`src/rtl/pint_pkg.sv`:
```
package pint_pkg;
  localparam int unsigned PINT_CNT_W  = 15;
  localparam int unsigned PINT_RATE_W = 4;

  // smallest rate code whose period mask covers counter bit b
  function automatic int unsigned min_code_for_bit(input int unsigned b);
    return b + 2;
  endfunction
endpackage

```
`src/rtl/pint_tick_ctr.sv`:
```
module pint_tick_ctr #(
  parameter int unsigned CNT_W = pint_pkg::PINT_CNT_W
) (
  input  logic             clk,
  input  logic             rst,
  input  logic             tick,
  output logic [CNT_W-1:0] cnt_nxt
);
  logic [CNT_W-1:0] cnt_q;

  assign cnt_nxt = cnt_q + CNT_W'(1);

  always_ff @(posedge clk) begin
    if (rst)       cnt_q <= '0;
    else if (tick) cnt_q <= cnt_nxt;
  end
endmodule

```
`src/rtl/pint_rate_dec.sv`:
```
module pint_rate_dec #(
  parameter int unsigned CNT_W  = pint_pkg::PINT_CNT_W,
  parameter int unsigned RATE_W = pint_pkg::PINT_RATE_W
) (
  input  logic [RATE_W-1:0] rate_code,
  output logic [CNT_W-1:0]  align_mask,
  output logic              code_live
);
  localparam int unsigned PAD_W = 32 - RATE_W;

  logic [31:0] code_ext;
  assign code_ext  = {{PAD_W{1'b0}}, rate_code};
  assign code_live = |rate_code;

  // bit b of the mask is set when the period 2^(N-1) exceeds 2^b
  for (genvar b = 0; b < CNT_W; b++) begin : g_mask
    assign align_mask[b] = (code_ext >= pint_pkg::min_code_for_bit(b));
  end
endmodule

```
`src/rtl/pint_evt_gen.sv`:
```
module pint_evt_gen #(
  parameter int unsigned CNT_W = pint_pkg::PINT_CNT_W
) (
  input  logic             clk,
  input  logic             rst,
  input  logic             tick,
  input  logic             per_en,
  input  logic             code_live,
  input  logic [CNT_W-1:0] cnt_nxt,
  input  logic [CNT_W-1:0] align_mask,
  output logic             hit,
  output logic             pflag_set
);
  logic aligned;

  assign aligned = ((cnt_nxt & align_mask) == '0);
  assign hit     = tick & per_en & code_live & aligned;

  always_ff @(posedge clk) begin
    if (rst) pflag_set <= 1'b0;
    else     pflag_set <= hit;
  end
endmodule

```
`src/rtl/pint_irq_hold.sv`:
```
module pint_irq_hold (
  input  logic clk,
  input  logic rst,
  input  logic hit,
  input  logic stat_rd,
  output logic irq
);
  always_ff @(posedge clk) begin
    if (rst)          irq <= 1'b0;
    else if (hit)     irq <= 1'b1;
    else if (stat_rd) irq <= 1'b0;
  end
endmodule

```
`src/rtl/pint_gen.sv`:
```
module pint_gen #(
  parameter int unsigned CNT_W  = pint_pkg::PINT_CNT_W,
  parameter int unsigned RATE_W = pint_pkg::PINT_RATE_W
) (
  input  logic              clk,
  input  logic              rst,
  input  logic              tick,
  input  logic [RATE_W-1:0] rate_code,
  input  logic              per_en,
  input  logic              stat_rd,
  output logic              pflag_set,
  output logic              irq
);
  logic [CNT_W-1:0] cnt_nxt;
  logic [CNT_W-1:0] align_mask;
  logic             code_live;
  logic             hit;

  pint_tick_ctr #(.CNT_W(CNT_W)) u_ctr (
    .clk(clk), .rst(rst), .tick(tick), .cnt_nxt(cnt_nxt)
  );

  pint_rate_dec #(.CNT_W(CNT_W), .RATE_W(RATE_W)) u_dec (
    .rate_code(rate_code), .align_mask(align_mask), .code_live(code_live)
  );

  pint_evt_gen #(.CNT_W(CNT_W)) u_evt (
    .clk(clk), .rst(rst), .tick(tick), .per_en(per_en),
    .code_live(code_live), .cnt_nxt(cnt_nxt), .align_mask(align_mask),
    .hit(hit), .pflag_set(pflag_set)
  );

  pint_irq_hold u_irq (
    .clk(clk), .rst(rst), .hit(hit), .stat_rd(stat_rd), .irq(irq)
  );
endmodule

```
`config.mk`:
```
export PLATFORM = sky130hd
export DESIGN_NAME = pint_gen
export DESIGN_NICKNAME = d
export VERILOG_FILES = /design/src/rtl/pint_pkg.sv /design/src/rtl/pint_tick_ctr.sv /design/src/rtl/pint_rate_dec.sv /design/src/rtl/pint_evt_gen.sv /design/src/rtl/pint_irq_hold.sv /design/src/rtl/pint_gen.sv
export SDC_FILE = /design/constraint.sdc
export NUM_CORES = 1
export LEC_CHECK = 0
export ABC_AREA = 0
export BUFFER_PORTS_ARGS = -buffer_cell sky130_fd_sc_hd__clkbuf_2
export CORE_ASPECT_RATIO = 0.9
export CORE_MARGIN = 1.5
export CORE_UTILIZATION = 40
export DETAILED_ROUTE_END_ITERATION = 10
export SYNTH_ARGS = -nofsm -noshare
export SYNTH_HDL_FRONTEND = slang
export SYNTH_SLANG_ARGS = --single-unit
```
`constraint.sdc`:
```
create_clock -name clk -period 2 [get_ports clk]
set_clock_uncertainty 0.15 [all_clocks]
set_input_delay 0.4 -clock clk [delete_from_list [all_inputs] [get_ports clk]]
set_output_delay 0.4 -clock clk [all_outputs]
set_load 0.05 [all_outputs]
```
Word level (Yosys, flattened, before mapping):

Cells that the tools add are included.

* bits in registers: 17
* output and inout bits: 2
* input port bits: 9
* logic and storage cells: 28

* order comparisons: 15
* reductions and logical operators: 3
* bitwise gates (word level): 4
* multiplexer cells: 2
* $add $sub $neg: 1

Operator list (count)
* $ge 4x4->1 const B: 8
* $ge 4x3->1 const B: 4
* $add 15x1->15 const B: 1
* $and 15x15->15: 1
* $logic_not 15->1: 1
* $ge 4x2->1 const B: 2
* $ge 4x5->1 const B: 1
* $reduce_or 4->1: 1
* $and 1x1->1: 3
* $mux 1: 2
* $reduce_bool 2->1: 1

Depth between registers and ports, before layout:

Gate-level depths: netlist (run 1).

* depth in word-level cells: 5
* mapped depth: 7
* depth with buffers taken out: 7

Hierarchy:

A second synthesis (run 1) with hierarchy kept.

* cell total of the unflattened synthesis: 157
* area, all modules: 1293.7 um^2

By module, submodules not included
* pint_tick_ctr: instances 1, sequential area each 300.3 um^2, cells each 114, area an instance 996.0 um^2
* pint_rate_dec: instances 1, sequential area each 0.0 um^2, cells each 26, area an instance 150.1 um^2
* pint_evt_gen: instances 1, sequential area each 20.0 um^2, cells each 13, area an instance 108.9 um^2
* pint_irq_hold: instances 1, sequential area each 20.0 um^2, cells each 4, area an instance 38.8 um^2

Worst setup path before layout (run 1):

No wires, ideal clock.

* path type: register to register
* start: register u_ctr.cnt_q[0]
* end: register u_irq.irq
* cell stages (with the launch flop): 8
* clock period less this slack: 2.000 ns
* library setup time: 0.084 ns
* buffers on the path: 0
* required time: 1.766 ns
* slack: 0.000 ns
* arrival time: 1.765 ns
* cells stage by stage: dfxtp_1 ha_1 nand3_1 nor2_1 xnor2_1 o22ai_1 or3_1 o31ai_2

* longest elaborated chain between the ends: 5
* elaborated cells between the ends (all ways): 6
* those cells by class: add/sub (1); mux (1); bitwise (2); reduce/logical (2)

Ends and longest elaborated chain
* start, declared: RTL line pint_tick_ctr.sv:9 `logic [CNT_W-1:0] cnt_q;`
* start signal, assigned: RTL line pint_tick_ctr.sv:15 `else if (tick) cnt_q <= cnt_nxt;`
* $add 15x1->15 (*): RTL line pint_tick_ctr.sv:11 `assign cnt_nxt = cnt_q + CNT_W'(1);`
* $and 15x15->15 (*): RTL line pint_evt_gen.sv:16 `assign aligned = ((cnt_nxt & align_mask) == '0);`
* $logic_not 15->1 (*): RTL line pint_evt_gen.sv:16
* $and 1x1->1 (*): RTL line pint_evt_gen.sv:17 `assign hit = tick & per_en & code_live & aligned;`
* $mux 1 / $reduce_bool 2->1 (equally long branches)
* end signal, assigned: RTL line pint_irq_hold.sv:9 `if (rst) irq <= 1'b0;`
* end signal, assigned: RTL line pint_irq_hold.sv:10 `else if (hit) irq <= 1'b1;`
* end signal, assigned: RTL line pint_irq_hold.sv:11 `else if (stat_rd) irq <= 1'b0;`
* end, declared: RTL line pint_irq_hold.sv:6 `output logic irq`

Mark *: on every way between the ends. The rest lies on a longest branch, timed or not.
A chain may end at the register's enable or synchronous reset.

Final worst setup path (run 1):

* start: register u_ctr.cnt_q[2]
* end: register u_irq.irq

The elaborated chain is that of the path after synthesis.

==> metrics.txt, run 1 <==
vias per inst=5.441; commonest cells after routing, fill and taps aside=nor2_1, buf_4, xor2_1; TritonCTS clock tree=done; Synth Register Bits=16; Root Driver=clkbuf_4; placed insts=182; crit path buf inv count=1; crit path from=u_ctr.cnt_q[2]; Seq/Total Area, Yosys=29.02%; Tot GR Track Use=18.69%; max-cap viol count=0; synthesized area=1104 µm²; CP Class=flop to flop; most common cell after layout, fill and taps aside=nor2_1; Cell variety after synth=37; Layout Cells excl Fill=186; Max rail drop VDD=0.0003863 V; Critical Path Stages=7; endpoints failing setup=0; unrepaired setup endpoints after global routing=no; PnR worst setup slack=between 0.1 and 0.15 ns; Final Max Tran Viols=0; postcts setup bufs=0; Slew @ Worst Pin=slightly below 0.4 ns; Yosys warning total=0; WP data required=about 2.1 ns; PortBufs=10; DR pass1 iterations=4; drt drc=0; Initial Util=43.60%; Worst Hold Launch=stat_rd; initial antenna violation count=0; largest net degree at the start of global routing=16; Layout Utilization=a little over half; status=finished clean; slowest stage cell on the critical path=dfxtp_4; Reg2Reg Depth=7; fraction of layout cells with a size suffix above 1=about 33%; Startpoint Class=flop; fin crit share=94.58%; R2R Setup Slk=around 0.11 ns; worst-path fanout max=5; dpl ws=0.008100 ns; Syn Inst Count=136; Die Footprint=approximately 3100 µm²; Critical Path AT=between 1.5 and 2 ns; syn avg cell area=a little over 8 µm²; Final Hold Viols=0; CP Capture Type=flop; n_diodes=0; syn_nets=between 100 and 150; via count=~1,000; post-route minimum period=approximately 1.9 ns; wire length per cell=12.76 µm; clock buffer depth=2; insertion delay of the later-clocked pin in the worst-skew pair=just under 0.3 ns; Clk pin slew, worst setup/hold paths=0.10 ns; Largest stage delay, worst path=~0.38 ns; number of global-route vias before repair=981; Reg-to-Reg Start=u_ctr.cnt_q[2]; total CTS buffers=3; Post-DP HPWL=between 1500 and 2000 µm; IO Pins=11; Max-slew headroom=approximately 74%; Worst path top cell family by delay=simple AND/OR/NAND/NOR gates; Area growth, synth to finish=20.29%; crit-path cells=buf_4 -> and4_2 -> nand2_1 -> xor2_1 -> o22ai_1 -> or3_4 -> o31ai_2; HP Class=primary input to flop; core area=between 2000 and 3000 µm²; Final nets=approximately 170; Post-Route WL=2374 µm; PwrDens=approximately 480 nW/µm²; Sum Neg Setup Slack=0 ns; Max Clock Freq=approximately 530 MHz; worst setup path endpoint=u_irq.irq; Leakage=0.5142 nW; global-route wire length before repair=4291 µm; Die H=around 53 µm; Sink Count=16; worst hold slack=0.2230 ns; H-tree depth=1; total grt overflow=0; row cnt=17; gp weighted congestion=approximately 0.84; die width=between 50 and 60 µm; CTS Hold Bufs=0; Initial DRC Count=28; antenna viol nets, final=0; RR Endpoint=u_irq.irq
[per-stage QoR]
| stage | area (µm²) | power [mW] |
|---|---|---|
| global route | 1328 | 0.6690 |
| finish | 1328 | 0.6323 |
| CTS | 1294 | 0.6377 |
| floorplan | 1104 | 0.3889 |
| detailed placement | 1255 | 0.4144 |
| global placement | 1255 | 0.4126 |
[worst min-delay path, delay by kind of cell]
| kind | cells | cell delay [ns] |
|---|---|---|
| AOI/OAI and AO/OA | 1 | 0.05 |
| buffers and inverters | 1 | 0.08 |
| and+or+nand+nor | 2 | 0.10 |
[synth_stat cells (all sizes together)]
| master | instances | area, µm² |
|---|---|---|
| o21ai | 6 | 30.03 |
| a31oi | 2 | 12.51 |
| nand3 | 8 | 57.56 |
| nor3 | 7 | 40.04 |
| xor2 | 13 | 113.9 |
| a21o | 1 | 7.510 |
| dfxtp | 16 | 320.3 |
| and4 | 1 | 10.01 |
| mux2i | 1 | 10.01 |
| o31ai | 1 | 12.51 |
| or3 | 3 | 18.77 |
| nand4 | 8 | 71.32 |
| a221o | 1 | 11.26 |
| xnor2 | 8 | 70.07 |
| clkbuf | 2 | 7.510 |
| o22ai | 1 | 6.260 |
| ha | 1 | 12.51 |
| o221ai | 1 | 15.01 |
| nand2b | 1 | 6.260 |
| nor2 | 22 | 85.09 |
| o211ai | 1 | 7.510 |
| inv | 3 | 11.26 |
| o21a | 1 | 7.510 |
| a21oi | 4 | 20.02 |
| buf | 8 | 61.31 |
| nor4 | 3 | 25.02 |
| mux2 | 1 | 11.26 |
| nand2 | 11 | 41.29 |
[worst min path at each step]
stage / endpoint / cells past startpoint / slack (ns)
3_3_place_gp: u_irq.irq / 2 / 0.29
4_1_cts: u_irq.irq / 4 / 0.22
6_report: u_irq.irq / 4 / 0.22
5_1_grt: u_irq.irq / 4 / 0.23
3_5_place_dp: u_irq.irq / 2 / 0.32
2_1_floorplan: u_ctr.cnt_q[13] / 2 / 0.35
[state kept, by name (all words and copies together) (netlist names)]
signal / count
u_ctr.cnt_q: 14
u_evt.pflag_set: 1
u_irq.irq: 1
[routing by layer]
metal | up-vias | wire length (µm) | part of all wire, % | GRT usage, %
li1 | 518 | - | - | -
met1 | 461 | 1171 | 49 | 24.89
met2 | 29 | 1041 | 44 | 29.59
met3 | 4 | 134 | 5.6 | 2.963
met4 | 0 | 26 | 1.1 | 8.140
met5 | - | 0 | 0 | 0
[where the power goes]
group          leakage [nW]  switching (mW)  internal (mW)
logic                 0.360          0.0428         0.0361
clock network        0.0210           0.109          0.111
registers             0.133          0.0101          0.323
[kinds of logic (layout without fill, tap and decap cells)]
| family | count (synthesis) | in the layout | share of synthesized area [%] |
|---|---|---|---|
| buffers and inverters | 13 | 35 | 7.257 |
| and+or+nand+nor | 64 | 64 | 32.20 |
| AOI/OAI and AO/OA | 19 | 19 | 11.79 |
| adders and majority gates | 1 | 1 | 1.134 |
| xor gates and xnor gates | 21 | 21 | 16.67 |
| DFF | 16 | 16 | 29.03 |
| muxes | 2 | 2 | 1.927 |
[timing repair]
action,4_1_cts,5_1_grt
endpoints found under the setup margin,1,2
pin swaps,0,2
gates resized for setup,2,11
[cell type report]
cell class | instances | area (µm²)
clock buffers | 4 | 36.28
fillers | 254 | 1204
inverters | 3 | 11.26
multi-input cells | 107 | 720.7
flip-flops and latches | 16 | 335.3
well taps | 28 | 35.03
repair buffers | 28 | 188.9
(Power assumes the default switching activity.)
==> run 2, diff against run 1 <==
- CTS_BUF_LIST: not set -> sky130_fd_sc_hd__clkbuf_2 sky130_fd_sc_hd__clkbuf_4 sky130_fd_sc_hd__clkbuf_8
- SETUP_SLACK_MARGIN: not set -> 0.1
==> metrics.txt, run 2 (synthesis gave the netlist of run 1 again) <==
status=finished clean (unchanged); unrepaired setup endpoints after global routing=yes (was no); CTS Hold Bufs=0 (unchanged); dpl ws=0.003679 ns (was 0.008100 ns); CP Capture Type=flop (unchanged); worst-path fanout max=5 (unchanged); total power=0.6260 mW (was 0.6323 mW); Max-slew headroom=76.17% (was 73.63%); HP Class=primary input to flop (unchanged); TritonCTS clock tree=done (unchanged); Layout Utilization=51.85% (was 52.45%); Final nets=166 (was 169); H-tree depth=1 (unchanged); Critical Path AT=1.97 ns (was 1.96 ns); Max rail drop VDD=0.0002920 V (was 0.0003863 V); slowest stage cell on the critical path=dfxtp_4 (unchanged); top flop regs=u_ctr.cnt_q (14), u_evt.pflag_set (1), u_irq.irq (1) (unchanged); fin crit share=94.75% (was 94.58%); row cnt=17 (unchanged); Tot GR Track Use=18.10% (was 18.69%); Post-Place Cell Area=1246 µm² (was 1255 µm²); antenna viol nets, final=0 (unchanged); most common cell after layout, fill and taps aside=nor2_1 (unchanged); Largest stage delay, worst path=0.39 ns (was 0.38 ns); total CTS buffers=3 (unchanged); CP Class=flop to flop (unchanged); die width=58.37 µm (unchanged); final instance area=1313 µm² (was 1328 µm²); crit-path cells=ha_4 -> buf_4 -> xor2_1 -> nor2_1 -> a221o_2 -> o221ai_2 -> or3_4 -> o31ai_2 (was buf_4 -> and4_2 -> nand2_1 -> xor2_1 -> o22ai_1 -> or3_4 -> o31ai_2); fillers=257 (was 254); Root Driver=clkbuf_4 (unchanged); fraction of layout cells with a size suffix above 1=32.26% (was 32.91%); n_diodes=0 (unchanged); number of global-route vias before repair=940 (was 981); commonest cells after routing, fill and taps aside=nor2_1, buf_4, xor2_1 (unchanged); vias per inst=5.377 (was 5.441); Clk pin slew, worst setup/hold paths=0.10 ns (about the same); PnR worst setup slack=0.1050 ns (was 0.1084 ns); Layout Cells excl Fill=183 (was 186); core area=2531 µm² (unchanged); insertion delay of the later-clocked pin in the worst-skew pair=0.30 ns (was 0.29 ns); Final Hold Viols=0 (unchanged); global-route wire length before repair=4119 µm (was 4291 µm); Die H=52.83 µm (unchanged); PwrDens=476.9 nW/µm² (was 476.3 nW/µm²); WP data required=2.07 ns (about the same); Initial DRC Count=39 (was 28); placed insts=179 (was 182); IO Pins=11 (unchanged); PortBufs=10 (unchanged); Post-DP HPWL=1800 µm (was 1848 µm); Sink Count=16 (unchanged); Area growth, synth to finish=18.93% (was 20.29%); via count=984 (was 1,012); Largest Register=u_ctr.cnt_q (unchanged); Leakage=0.4964 nW (was 0.5142 nW); total grt overflow=0 (unchanged); worst hold slack=0.2132 ns (was 0.2230 ns); Startpoint Class=flop (unchanged); Max Clock Freq=527.7 MHz (was 528.6 MHz); Slew @ Worst Pin=0.3542 ns (was 0.3925 ns); Final Max Tran Viols=0 (unchanged); drt drc=0 (unchanged); post-route minimum period=1.895 ns (was 1.892 ns); DR pass1 iterations=4 (unchanged); Die Footprint=3083 µm² (unchanged); wire length per cell=12.74 µm (was 12.76 µm); endpoints failing setup=0 (unchanged); max-cap viol count=0 (unchanged); largest net degree at the start of global routing=16 (unchanged); Post-Route WL=2331 µm (was 2374 µm); Sum Neg Setup Slack=0 ns (unchanged); clock buffer depth=2 (unchanged); Initial Util=43.60% (unchanged); Largest register FFs=14 (unchanged); initial antenna violation count=0 (unchanged); gp weighted congestion=0.8045 (was 0.8437)
run 2: metal layers:
layer,GRT usage (%),routed length [µm]
met1,22.95,1153
met2,28.84,1021
met3,5.185,114
met4,6.977,42
met5,0,0
run 2: final timing paths:
path | from | to | slack, ns | depth (start not counted)
hold reg to reg | u_irq.irq | u_irq.irq | 0.32 | 2
hold / removal | stat_rd | u_irq.irq | 0.21 | 4
setup reg to reg | u_ctr.cnt_q[0] | u_irq.irq | 0.11 | 8
setup / recovery | u_ctr.cnt_q[0] | u_irq.irq | 0.11 | 8
run 2: layout make-up:
cell class              instances  area, µm²  share of cell area [%]
well taps                      28      35.03                   2.669
multi-input cells             107      730.7                   55.67
repair buffers                 25      162.7                   12.39
flip-flops and latches         16      336.6                   25.64
clock buffers                   4      36.28                   2.765
inverters                       3      11.26                  0.8580
run 2: repair_timing:
item | CTS | global route
gates resized for setup | 7 | 4
setup endpoints to repair | 2 | 2
cloned | 0 | 0
setup buffers | 0 | 0
run 2: critical path: cells and delay by family, from the launching register on:
kind            cells  cell delay, ns
simple gates        2            0.47
compound gates      3            0.36
buf+inv             1            0.14
flops               1            0.39
xor+xnor            1            0.14
fa+ha+maj           1            0.16
run 2: report_power, final:
group          internal (mW)  total, mW  switching, mW  leakage, nW
Sequential             0.322      0.332         0.0105        0.133
Combinational         0.0320     0.0733         0.0413        0.343
Clock                  0.111      0.220          0.109       0.0210
==> run 3, diff against run 2 <==
- CELL_PAD_IN_SITES_DETAIL_PLACEMENT: not set -> 0
- CELL_PAD_IN_SITES_GLOBAL_PLACEMENT: not set -> 1
- CORE_UTILIZATION: 40 -> 41
- PLACE_DENSITY_LB_ADDON: not set -> 0.1
==> metrics.txt, run 3 (synthesis gave the netlist of run 1 again) <==
status=complete, but fails checks (was finished clean); failing checks=DRC; insertion delay of the later-clocked pin in the worst-skew pair=0.30 ns (about the same); Final Hold Viols=0 (unchanged); P_sw=0.1667 mW (was 0.1609 mW); global-route wire length before repair=4222 µm (was 4119 µm); Clk pwr share=35.3% (was 35.2%); core area=2510 µm² (was 2531 µm²); n_diodes=0 (unchanged); number of global-route vias before repair=972 (was 940); Final Max Tran Viols=0 (unchanged); Critical Path AT=1.96 ns (was 1.97 ns); Sum Neg Setup Slack=0 ns (unchanged); Leakage=0.4960 nW (was 0.4964 nW); commonest cells after routing, fill and taps aside=nor2_1, buf_4, xor2_1 (unchanged); Clk pin slew, worst setup/hold paths=0.11 ns (was 0.10 ns); total grt overflow=0 (unchanged); max-cap viol count=0 (unchanged); gp weighted congestion=0.7750 (was 0.8045); Root Driver=clkbuf_4 (unchanged); Largest stage delay, worst path=0.39 ns (about the same); slowest stage cell on the critical path=dfxtp_4 (unchanged); CTS Hold Bufs=0 (unchanged); Sink Count=16 (unchanged); R2R Setup Slk=0.12 ns (was 0.11 ns); Largest register FFs=14 (unchanged); CP Class=flop to flop (unchanged); Startpoint Class=flop (unchanged); Initial DRC Count=29 (was 39); PwrDens=486.1 nW/µm² (was 476.9 nW/µm²); antenna viol nets, final=0 (unchanged); top flop regs=u_ctr.cnt_q (14), u_evt.pflag_set (1), u_irq.irq (1) (unchanged); Sw Share=26.17% (was 25.71%); Max rail drop VDD=0.0003922 V (was 0.0002920 V); wire length per cell=13.38 µm (was 12.74 µm); endpoints failing setup=0 (unchanged); CP Capture Type=flop (unchanged); Max Clock Freq=531.9 MHz (was 527.7 MHz); Tot GR Track Use=18.90% (was 18.10%); total CTS buffers=3 (unchanged); final instance area=1310 µm² (was 1313 µm²); Slew @ Worst Pin=0.2999 ns (was 0.3542 ns); Initial Util=43.97% (was 43.60%); Die Footprint=3012 µm² (was 3083 µm²); fraction of layout cells with a size suffix above 1=32.90% (was 32.26%); largest net degree at the start of global routing=16 (unchanged); crit-path cells=ha_4 -> buf_4 -> xor2_1 -> nor2_1 -> a221o_2 -> o221ai_2 -> or3_4 -> o31ai_2 (unchanged); fin crit share=94.01% (was 94.75%); DR pass1 iterations=7 (was 4); Largest Register=u_ctr.cnt_q (unchanged); PortBufs=10 (unchanged); sequential power share=52.7% (was 53.1%); Final nets=166 (unchanged); Post-DP HPWL=1874 µm (was 1800 µm); IO Pins=11 (unchanged); initial antenna violation count=0 (unchanged); drt drc=2 (was 0); Logic pwr share=12.1% (was 11.7%); hold path depth=4 (unchanged); row cnt=17 (unchanged); Die H=52.22 µm (was 52.83 µm); TritonCTS clock tree=done (unchanged); Pint=0.4701 mW (was 0.4651 mW); Area growth, synth to finish=18.71% (was 18.93%); vias per inst=5.454 (was 5.377); Post-Route WL=2449 µm (was 2331 µm); die width=57.69 µm (was 58.37 µm); unrepaired setup endpoints after global routing=yes (unchanged); most common cell after layout, fill and taps aside=nor2_1 (unchanged); via count=998 (was 984); HP Class=primary input to flop (unchanged); Post-Place Cell Area=1231 µm² (was 1246 µm²); WP data required=2.08 ns (was 2.07 ns); post-route minimum period=1.880 ns (was 1.895 ns); worst-path fanout max=5 (unchanged); Max-slew headroom=79.82% (was 76.17%); Reg2Reg Depth=8 (unchanged); H-tree depth=1 (unchanged); clock buffer depth=2 (unchanged)
[run 3: cell count changes in the layout (fill, tap and decap cells not counted)]
cell,delta
dfxtp_4,-2
nor3_1,+1
dfxtp_1,-1
nor4_1,-1
nor4_2,+1
dfxtp_2,+3
nor3_2,-1
[run 3: layout make-up]
cell class                 instances  area, µm²
tap                               28      35.03
timing repair buffer              25      162.7
sequential                        16      332.8
clock buffer                       4      36.28
fill                             256       1200
multi-input combinational        107      732.0
inverter                           3      11.26
[run 3: power groups by stage]
stage | Combinational, mW | Clock (mW) | Sequential, mW
floorplan | 0.0476 | 0 | 0.346
global placement | 0.0683 | 0 | 0.343
detailed placement | 0.0693 | 0 | 0.344
CTS | 0.0769 | 0.230 | 0.335
global route | 0.0865 | 0.240 | 0.337
finish | 0.0769 | 0.224 | 0.335
[run 3: worst paths after layout]
path             startpoint         to
min reg2reg       u_irq.irq  u_irq.irq
max reg2reg  u_ctr.cnt_q[0]  u_irq.irq
max          u_ctr.cnt_q[0]  u_irq.irq
min                 stat_rd  u_irq.irq
[run 3: layer usage]
layer | share of wire (%) | vias up | global-route usage (%) | wire [µm]
met5 | 0 | - | 0 | 0
met4 | 0.69 | 0 | 5.426 | 17
met3 | 3.5 | 2 | 5.185 | 86
met2 | 46 | 12 | 30.49 | 1115
met1 | 50 | 468 | 24.73 | 1229
li1 | - | 516 | - | -
[run 3: metrics by stage]
step	utilization (%)	cells	hold slack, ns	power (mW)	setup WS, ns
2_1_floorplan	-	136	0.3484	0.3932	0.1029
3_3_place_gp	49.05	177	0.2957	0.4114	0.07662
3_5_place_dp	49.05	177	0.3166	0.4133	0.01334
4_1_cts	51.65	183	0.2122	0.6424	0.1045
5_1_grt	52.19	183	0.2144	0.6638	0.03251
6_report	52.19	183	0.2091	0.6368	0.1199
[run 3: timing repair]
action,CTS,global route
setup buffers,2,0
endpoints found under the setup margin,2,2
gates cloned,0,0
resized for setup,7,3
[run 3: critical path, delay by kind of cell, from the launching register on]
kind                       cells  cell delay (ns)
AOI/OAI and AO/OA              3             0.36
xor gates and xnor gates       1             0.13
adders and majority gates      1             0.16
buffers and inverters          1             0.14
DFF                            1             0.39
and+or+nand+nor                2             0.46
